==> config.mk <==
export PLATFORM = sky130hd
export DESIGN_NAME = snd_mailbox
export DESIGN_NICKNAME = d
export VERILOG_FILES = /design/src/rtl/mbx_pkg.sv /design/src/rtl/mbx_host_port.sv /design/src/rtl/mbx_cop_port.sv /design/src/rtl/mbx_core.sv /design/src/rtl/snd_mailbox.sv
export SDC_FILE = /design/constraint.sdc
export NUM_CORES = 1
export LEC_CHECK = 0
export BUFFER_PORTS_ARGS = -buffer_cell sky130_fd_sc_hd__buf_4
export CORE_MARGIN = 1
export CORE_UTILIZATION = 50
export CTS_CLUSTER_DIAMETER = 200
export DETAILED_ROUTE_END_ITERATION = 6
export PLACE_DENSITY = 0.85
export SYNTH_ARGS = -nofsm -noshare
export SYNTH_HDL_FRONTEND = slang
export SYNTH_SLANG_ARGS = --single-unit
==> constraint.sdc <==
create_clock -name clk -period 4.5 [get_ports clk]
set_clock_uncertainty 0.1 [all_clocks]
set_input_delay 0.225 -clock clk [delete_from_list [all_inputs] [get_ports clk]]
set_output_delay 0.225 -clock clk [all_outputs]
set_load 0.03 [all_outputs]
==> src/rtl/mbx_pkg.sv <==
package mbx_pkg;
    localparam int DW    = 8;
    localparam int DEC_W = 8;

    localparam logic [DEC_W-1:0] HP_CTL = 8'h33;
    localparam logic [DEC_W-1:0] HP_DAT = 8'hB3;
    localparam logic [DEC_W-1:0] HP_CMD = 8'hBB;

    localparam logic [DEC_W-1:0] CP_CMD  = 8'h01;
    localparam logic [DEC_W-1:0] CP_HDAT = 8'h02;
    localparam logic [DEC_W-1:0] CP_CDAT = 8'h03;
    localparam logic [DEC_W-1:0] CP_STAT = 8'h04;
    localparam logic [DEC_W-1:0] CP_CCLR = 8'h05;

    localparam logic [DW-1:0] IDLE_BYTE = 8'hFF;
    localparam logic [DW-1:0] HOST_FILL = 8'h7E;

    // Side-effect requests one port decoder hands to the state register.
    typedef struct packed {
        logic          dset;
        logic          dclr;
        logic          cset;
        logic          cclr;
        logic          ld_hd;
        logic          ld_cmd;
        logic          ld_cd;
        logic          rst;
        logic          nmi;
        logic [DW-1:0] val;
    } req_t;

    typedef struct packed {
        logic [DW-1:0] hd;
        logic [DW-1:0] cmd;
        logic [DW-1:0] cd;
        logic          dflag;
        logic          cflag;
        logic          rst_p;
        logic          nmi_p;
    } state_t;

    function automatic logic [DW-1:0] stat_byte(input logic d, input logic c);
        return {d, {(DW-2){1'b0}}, c};
    endfunction
endpackage

==> src/rtl/mbx_host_port.sv <==
module mbx_host_port
    import mbx_pkg::*;
(
    input  logic             wr,
    input  logic             rd,
    input  logic [DEC_W-1:0] addr,
    input  logic [DW-1:0]    wdata,
    input  logic [DW-1:0]    cd,
    input  logic             dflag,
    input  logic             cflag,
    output req_t             req,
    output logic [DW-1:0]    rdata
);
    always_comb begin
        req     = '0;
        req.val = wdata;
        rdata   = IDLE_BYTE;
        if (wr) begin
            case (addr)
                HP_DAT: begin req.ld_hd = 1'b1; req.dset = 1'b1; end
                HP_CMD: begin req.ld_cmd = 1'b1; req.cset = 1'b1; end
                HP_CTL: begin
                    req.rst = wdata[7];
                    req.nmi = !wdata[7] && wdata[6];
                end
                default: ;
            endcase
        end
        if (rd) begin
            case (addr)
                HP_DAT: begin rdata = cd; req.dclr = 1'b1; end
                HP_CMD: rdata = stat_byte(dflag, cflag) | HOST_FILL;
                default: ;
            endcase
        end
    end
endmodule

==> src/rtl/mbx_cop_port.sv <==
module mbx_cop_port
    import mbx_pkg::*;
#(
    parameter int COP_AW = 16
) (
    input  logic              wr,
    input  logic              rd,
    input  logic [COP_AW-1:0] addr,
    input  logic [DW-1:0]     wdata,
    input  logic [DW-1:0]     cmd,
    input  logic [DW-1:0]     hd,
    input  logic              dflag,
    input  logic              cflag,
    output req_t              req,
    output logic [DW-1:0]     rdata
);
    logic [DEC_W-1:0] lo;
    logic             unused_hi;
    assign lo        = addr[DEC_W-1:0];
    assign unused_hi = ^addr[COP_AW-1:DEC_W];

    always_comb begin
        req     = '0;
        req.val = wdata;
        rdata   = IDLE_BYTE;
        if (wr) begin
            case (lo)
                CP_CDAT: begin req.ld_cd = 1'b1; req.dset = 1'b1; end
                CP_CCLR: req.cclr = 1'b1;
                default: ;
            endcase
        end
        if (rd) begin
            case (lo)
                CP_CMD:  rdata = cmd;
                CP_HDAT: begin rdata = hd; req.dclr = 1'b1; end
                CP_CDAT: begin
                    req.ld_cd = 1'b1;
                    req.dset  = 1'b1;
                    req.val   = IDLE_BYTE;
                end
                CP_STAT: rdata = stat_byte(dflag, cflag);
                CP_CCLR: req.cclr = 1'b1;
                default: ;
            endcase
        end
    end
endmodule

==> src/rtl/mbx_core.sv <==
module mbx_core
    import mbx_pkg::*;
(
    input  logic   clk,
    input  logic   rst_n,
    input  req_t   h_req,
    input  req_t   c_req,
    output state_t st_q
);
    state_t st_d;
    logic   dset, dclr, cset, cclr;

    always_comb begin
        dset = h_req.dset | c_req.dset;
        dclr = h_req.dclr | c_req.dclr;
        cset = h_req.cset | c_req.cset;
        cclr = h_req.cclr | c_req.cclr;

        st_d       = st_q;
        st_d.rst_p = h_req.rst | c_req.rst;
        st_d.nmi_p = h_req.nmi | c_req.nmi;
        if (h_req.ld_hd | c_req.ld_hd)
            st_d.hd  = h_req.ld_hd ? h_req.val : c_req.val;
        if (h_req.ld_cmd | c_req.ld_cmd)
            st_d.cmd = h_req.ld_cmd ? h_req.val : c_req.val;
        if (h_req.ld_cd | c_req.ld_cd)
            st_d.cd  = c_req.ld_cd ? c_req.val : h_req.val;
        // Clear first, set last: a set in the same cycle wins.
        if (dclr) st_d.dflag = 1'b0;
        if (dset) st_d.dflag = 1'b1;
        if (cclr) st_d.cflag = 1'b0;
        if (cset) st_d.cflag = 1'b1;
    end

    always_ff @(posedge clk or negedge rst_n) begin
        if (!rst_n) st_q <= '0;
        else        st_q <= st_d;
    end

    a_r12_data_set_wins: assert property (@(posedge clk) disable iff (!rst_n)
        dset |=> st_q.dflag);
    a_r12_cmd_set_wins: assert property (@(posedge clk) disable iff (!rst_n)
        cset |=> st_q.cflag);
    a_r7_data_clear: assert property (@(posedge clk) disable iff (!rst_n)
        (dclr && !dset) |=> !st_q.dflag);
    a_r9_cmd_clear: assert property (@(posedge clk) disable iff (!rst_n)
        (cclr && !cset) |=> !st_q.cflag);
    a_r2_host_byte: assert property (@(posedge clk) disable iff (!rst_n)
        h_req.ld_hd |=> st_q.hd == $past(h_req.val));
    a_r6_exclusive: assert property (@(posedge clk) disable iff (!rst_n)
        !(st_q.rst_p && st_q.nmi_p));
    a_r6_single_rst: assert property (@(posedge clk) disable iff (!rst_n)
        (st_q.rst_p && !h_req.rst) |=> !st_q.rst_p);
    a_r6_single_nmi: assert property (@(posedge clk) disable iff (!rst_n)
        (st_q.nmi_p && !h_req.nmi) |=> !st_q.nmi_p);
endmodule

==> src/rtl/snd_mailbox.sv <==
module snd_mailbox
    import mbx_pkg::*;
#(
    parameter int COP_AW = 16
) (
    input  logic              clk,
    input  logic              rst_n,
    input  logic              h_wr,
    input  logic              h_rd,
    input  logic [7:0]        h_addr,
    input  logic [7:0]        h_wdata,
    output logic [7:0]        h_rdata,
    input  logic              c_wr,
    input  logic              c_rd,
    input  logic [COP_AW-1:0] c_addr,
    input  logic [7:0]        c_wdata,
    output logic [7:0]        c_rdata,
    output logic              cop_rst,
    output logic              cop_nmi
);
    req_t   h_req, c_req;
    state_t st_q;

    mbx_host_port u_host (
        .wr(h_wr), .rd(h_rd), .addr(h_addr), .wdata(h_wdata),
        .cd(st_q.cd), .dflag(st_q.dflag), .cflag(st_q.cflag),
        .req(h_req), .rdata(h_rdata)
    );

    mbx_cop_port #(.COP_AW(COP_AW)) u_cop (
        .wr(c_wr), .rd(c_rd), .addr(c_addr), .wdata(c_wdata),
        .cmd(st_q.cmd), .hd(st_q.hd), .dflag(st_q.dflag), .cflag(st_q.cflag),
        .req(c_req), .rdata(c_rdata)
    );

    mbx_core u_core (
        .clk(clk), .rst_n(rst_n), .h_req(h_req), .c_req(c_req), .st_q(st_q)
    );

    assign cop_rst = st_q.rst_p;
    assign cop_nmi = st_q.nmi_p;
endmodule

==> flow_summary.json <==
{
  "die_h_um": 55.60,
  "status": "finished, final reports clean",
  "drt-met1-wl_um": 1368,
  "n_antenna_cell": 0,
  "crit_path_start": "h_addr[6]",
  "layoutNonFillerInstCount": 214,
  "clk_pin_slew_ps": 150,
  "slew_viol_final": 0,
  "power_switching_uw": 112.1,
  "ff2ff_path_depth": 1,
  "grt_overflow": 0,
  "power.leakage_uw": 0.0009164,
  "clock.fmax_mhz": 432.1,
  "place_inst": 208,
  "firstDrtPassIters": 7,
  "io-pin-count": 64,
  "hpwl_um": 2424,
  "grt_use_total": 0.2185,
  "worst_pin_slew_ps": 975.2,
  "ir_worst_vdd_uv": 158.0,
  "synth_seq_cells": 28,
  "grt_pass1_wl_um": 5382,
  "arrival_ps": 1990,
  "syn-num-nets": 171,
  "largest_reg_flops": 28,
  "maxCapViolations": 0,
  "final_antenna_net_count": 0,
  "synth_cell_type_count": 35,
  "postCtsSetupRepairBufs": 0,
  "worstSetupStartpointType": "input port",
  "numCtsBuffers": 3,
  "syn_area_um2": 1436,
  "design_area_um2": 1924,
  "finalCritPeriodShare": 0.5143,
  "endpoint_kind": "output port",
  "p_int_uw": 358.6,
  "drt_iter0_drc": 36,
  "drive_above_1_share": 0.4699,
  "r2r-start": "u_core.st_q[3]$_DFFE_PN0P_",
  "grt_pass1_vias": 1234,
  "htree_levels": 1,
  "sequentialPowerShare": 0.590,
  "coreArea_um2": 2734,
  "wl_per_cell_um": 14.86,
  "cts_tree": "built",
  "synth_top_flop_cell": "dfrtp_1",
  "synth_area_per_cell_um2": 11.49,
  "required_ps": 4180,
  "top_register": "u_core.st_q",
  "power_frac_clock": 0.256,
  "crit_type": "in2out",
  "relSlewSlack": 0.3439,
  "gp_congestion": 0.8800,
  "top_layer": "met4",
  "met3_length_um": 143,
  "finalWirelength_um": 3181,
  "grt_max_degree": 29,
  "period_minus_slack_ps": 2315,
  "slowest_stage": "nor4_1",
  "synth_edf_count": 0,
  "hp-start": "h_wdata[3]",
  "num_rows": 19,
  "switching_share": 0.2382,
  "setup_viol": 0,
  "die_width_um": 55.60,
  "rsz0062_at_grt": "false",
  "r2r_slack_ps": 3580,
  "syn_inst": 125,
  "viasPerCell": 5.612,
  "clk_path_buf_depth": 2,
  "insertion_delay_ps": 320,
  "met2_length_um": 1645,
  "min_path_type": "in2reg",
  "numPortBuffers": 55,
  "critical_path.cell_chain": "buf_4, nand4b_1, nor4_1, or2b_1, buf_4",
  "synth-async-reset-ratio": 1.000,
  "antenna_found_initial": 0,
  "min_path_cells": 2,
  "reg_top3": "u_core.st_q (28)",
  "root_buffer": "clkbuf_4",
  "start_util": 0.5254,
  "p_comb_frac": 0.154,
  "yosysSeqAreaShare": 0.4878,
  "finalNetCount": 230,
  "dpl_cell_area_um2": 1868,
  "ys_warn_count": 0,
  "hold_viol": 0,
  "finalSetupTns_ps": 0,
  "dieArea_um2": 3091,
  "syn_to_final_growth_pct": 33.97,
  "fin_hold_ws_ps": 34.03,
  "power_density_nw_per_um2": 244.6,
  "max_stage_delay_ps": 880,
  "cts_sinks": 28,
  "drc_errors": 0,
  "cp_common_cell": "buf_4",
  "critPathMaxFanout": 7,
  "vias": 1201
}
## cell usage after synthesis (all sizes together) (2+ instances only)
cell / instances / share of area
mux2i: 2 / 0.014
a21oi: 9 / 0.037
buf: 2 / 0.011
nand2: 5 / 0.013
or2b: 4 / 0.021
nand2b: 4 / 0.017
nor4: 5 / 0.047
o21ai: 2 / 0.0070
nor2b: 3 / 0.013
dfrtp: 28 / 0.49
or4: 3 / 0.021
nor3: 2 / 0.0070
a211o: 2 / 0.013
mux2: 16 / 0.13
a221o: 7 / 0.049
nor2: 19 / 0.051
## cell type report
cell class / instances / area (um2)
fill: 226 / 809.5
inverter: 1 / 3.754
sequential: 28 / 700.7
tap: 31 / 38.79
clock buffer: 4 / 36.28
timing repair buffer: 57 / 432.9
multi-input combinational: 93 / 711.9
## metrics by stage
stage,setup slack [ps],utilization,total power [uW]
finish,2185,0.7039,470.7
global route,2062,0.7039,494.5
CTS,2138,0.7039,476.5
detailed placement,2151,0.6833,354.5
global placement,2200,0.6833,350.1
floorplan,2520,-,311.7
## path summary, 6_finish.rpt
kind,end
max in group asynchronous,u_core.st_q[8]$_DFFE_PN0P_
worst min register to register,u_core.st_q[12]$_DFFE_PN0P_
min in group asynchronous,u_core.st_q[23]$_DFFE_PN0P_
worst max register to register,u_core.st_q[3]$_DFFE_PN0P_
worst min-delay path,u_core.st_q[15]$_DFFE_PN0P_
worst max-delay path,h_rdata[2]
## placed cells by master (no fill, tap or decap), types with 4 or more instances in the layout
cell type / Yosys / routed
nor2_1: 18 / 18
dfrtp_1: 28 / 28
a21oi_1: 7 / 7
nand2_1: 5 / 5
mux2_2: 16 / 16
a221o_1: 7 / 7
or2b_1: 4 / 4
nand2b_1: 4 / 4
buf_4: 0 / 55
## worst max-delay path: cells and delay by family
family / cells / cell delay, ps
and+or+nand+nor: 3 / 1490
buffers and inverters: 2 / 280
## cell families after synthesis
logic type	Yosys count	synth area share
AOI/OAI and AO/OA	24	0.1281
buffers and inverters	4	0.01654
DFF	28	0.4878
muxes	18	0.1394
and+or+nand+nor	51	0.2282
## power by group through the flow
stage	clock [uW]	sequential [uW]	combinational, uW
floorplan	0	280	31.5
global route	134	280	80.2
global placement	0	282	68.3
finish	120	278	72.4
detailed placement	0	283	71.5
CTS	125	278	73.1
## metal layers
layer	track usage	vias up
li1	-	579
met1	0.2717	588
met2	0.3941	32
met3	0.03721	2
met4	0.05357	0
met5	0	-
## repair_timing
item / 4_1_cts / 5_1_grt
hold buffers: 2 / 0
hold endpoints to repair: 29 / 0
gates resized for setup: 0 / 0
Power figures use the tool's default switching activity.
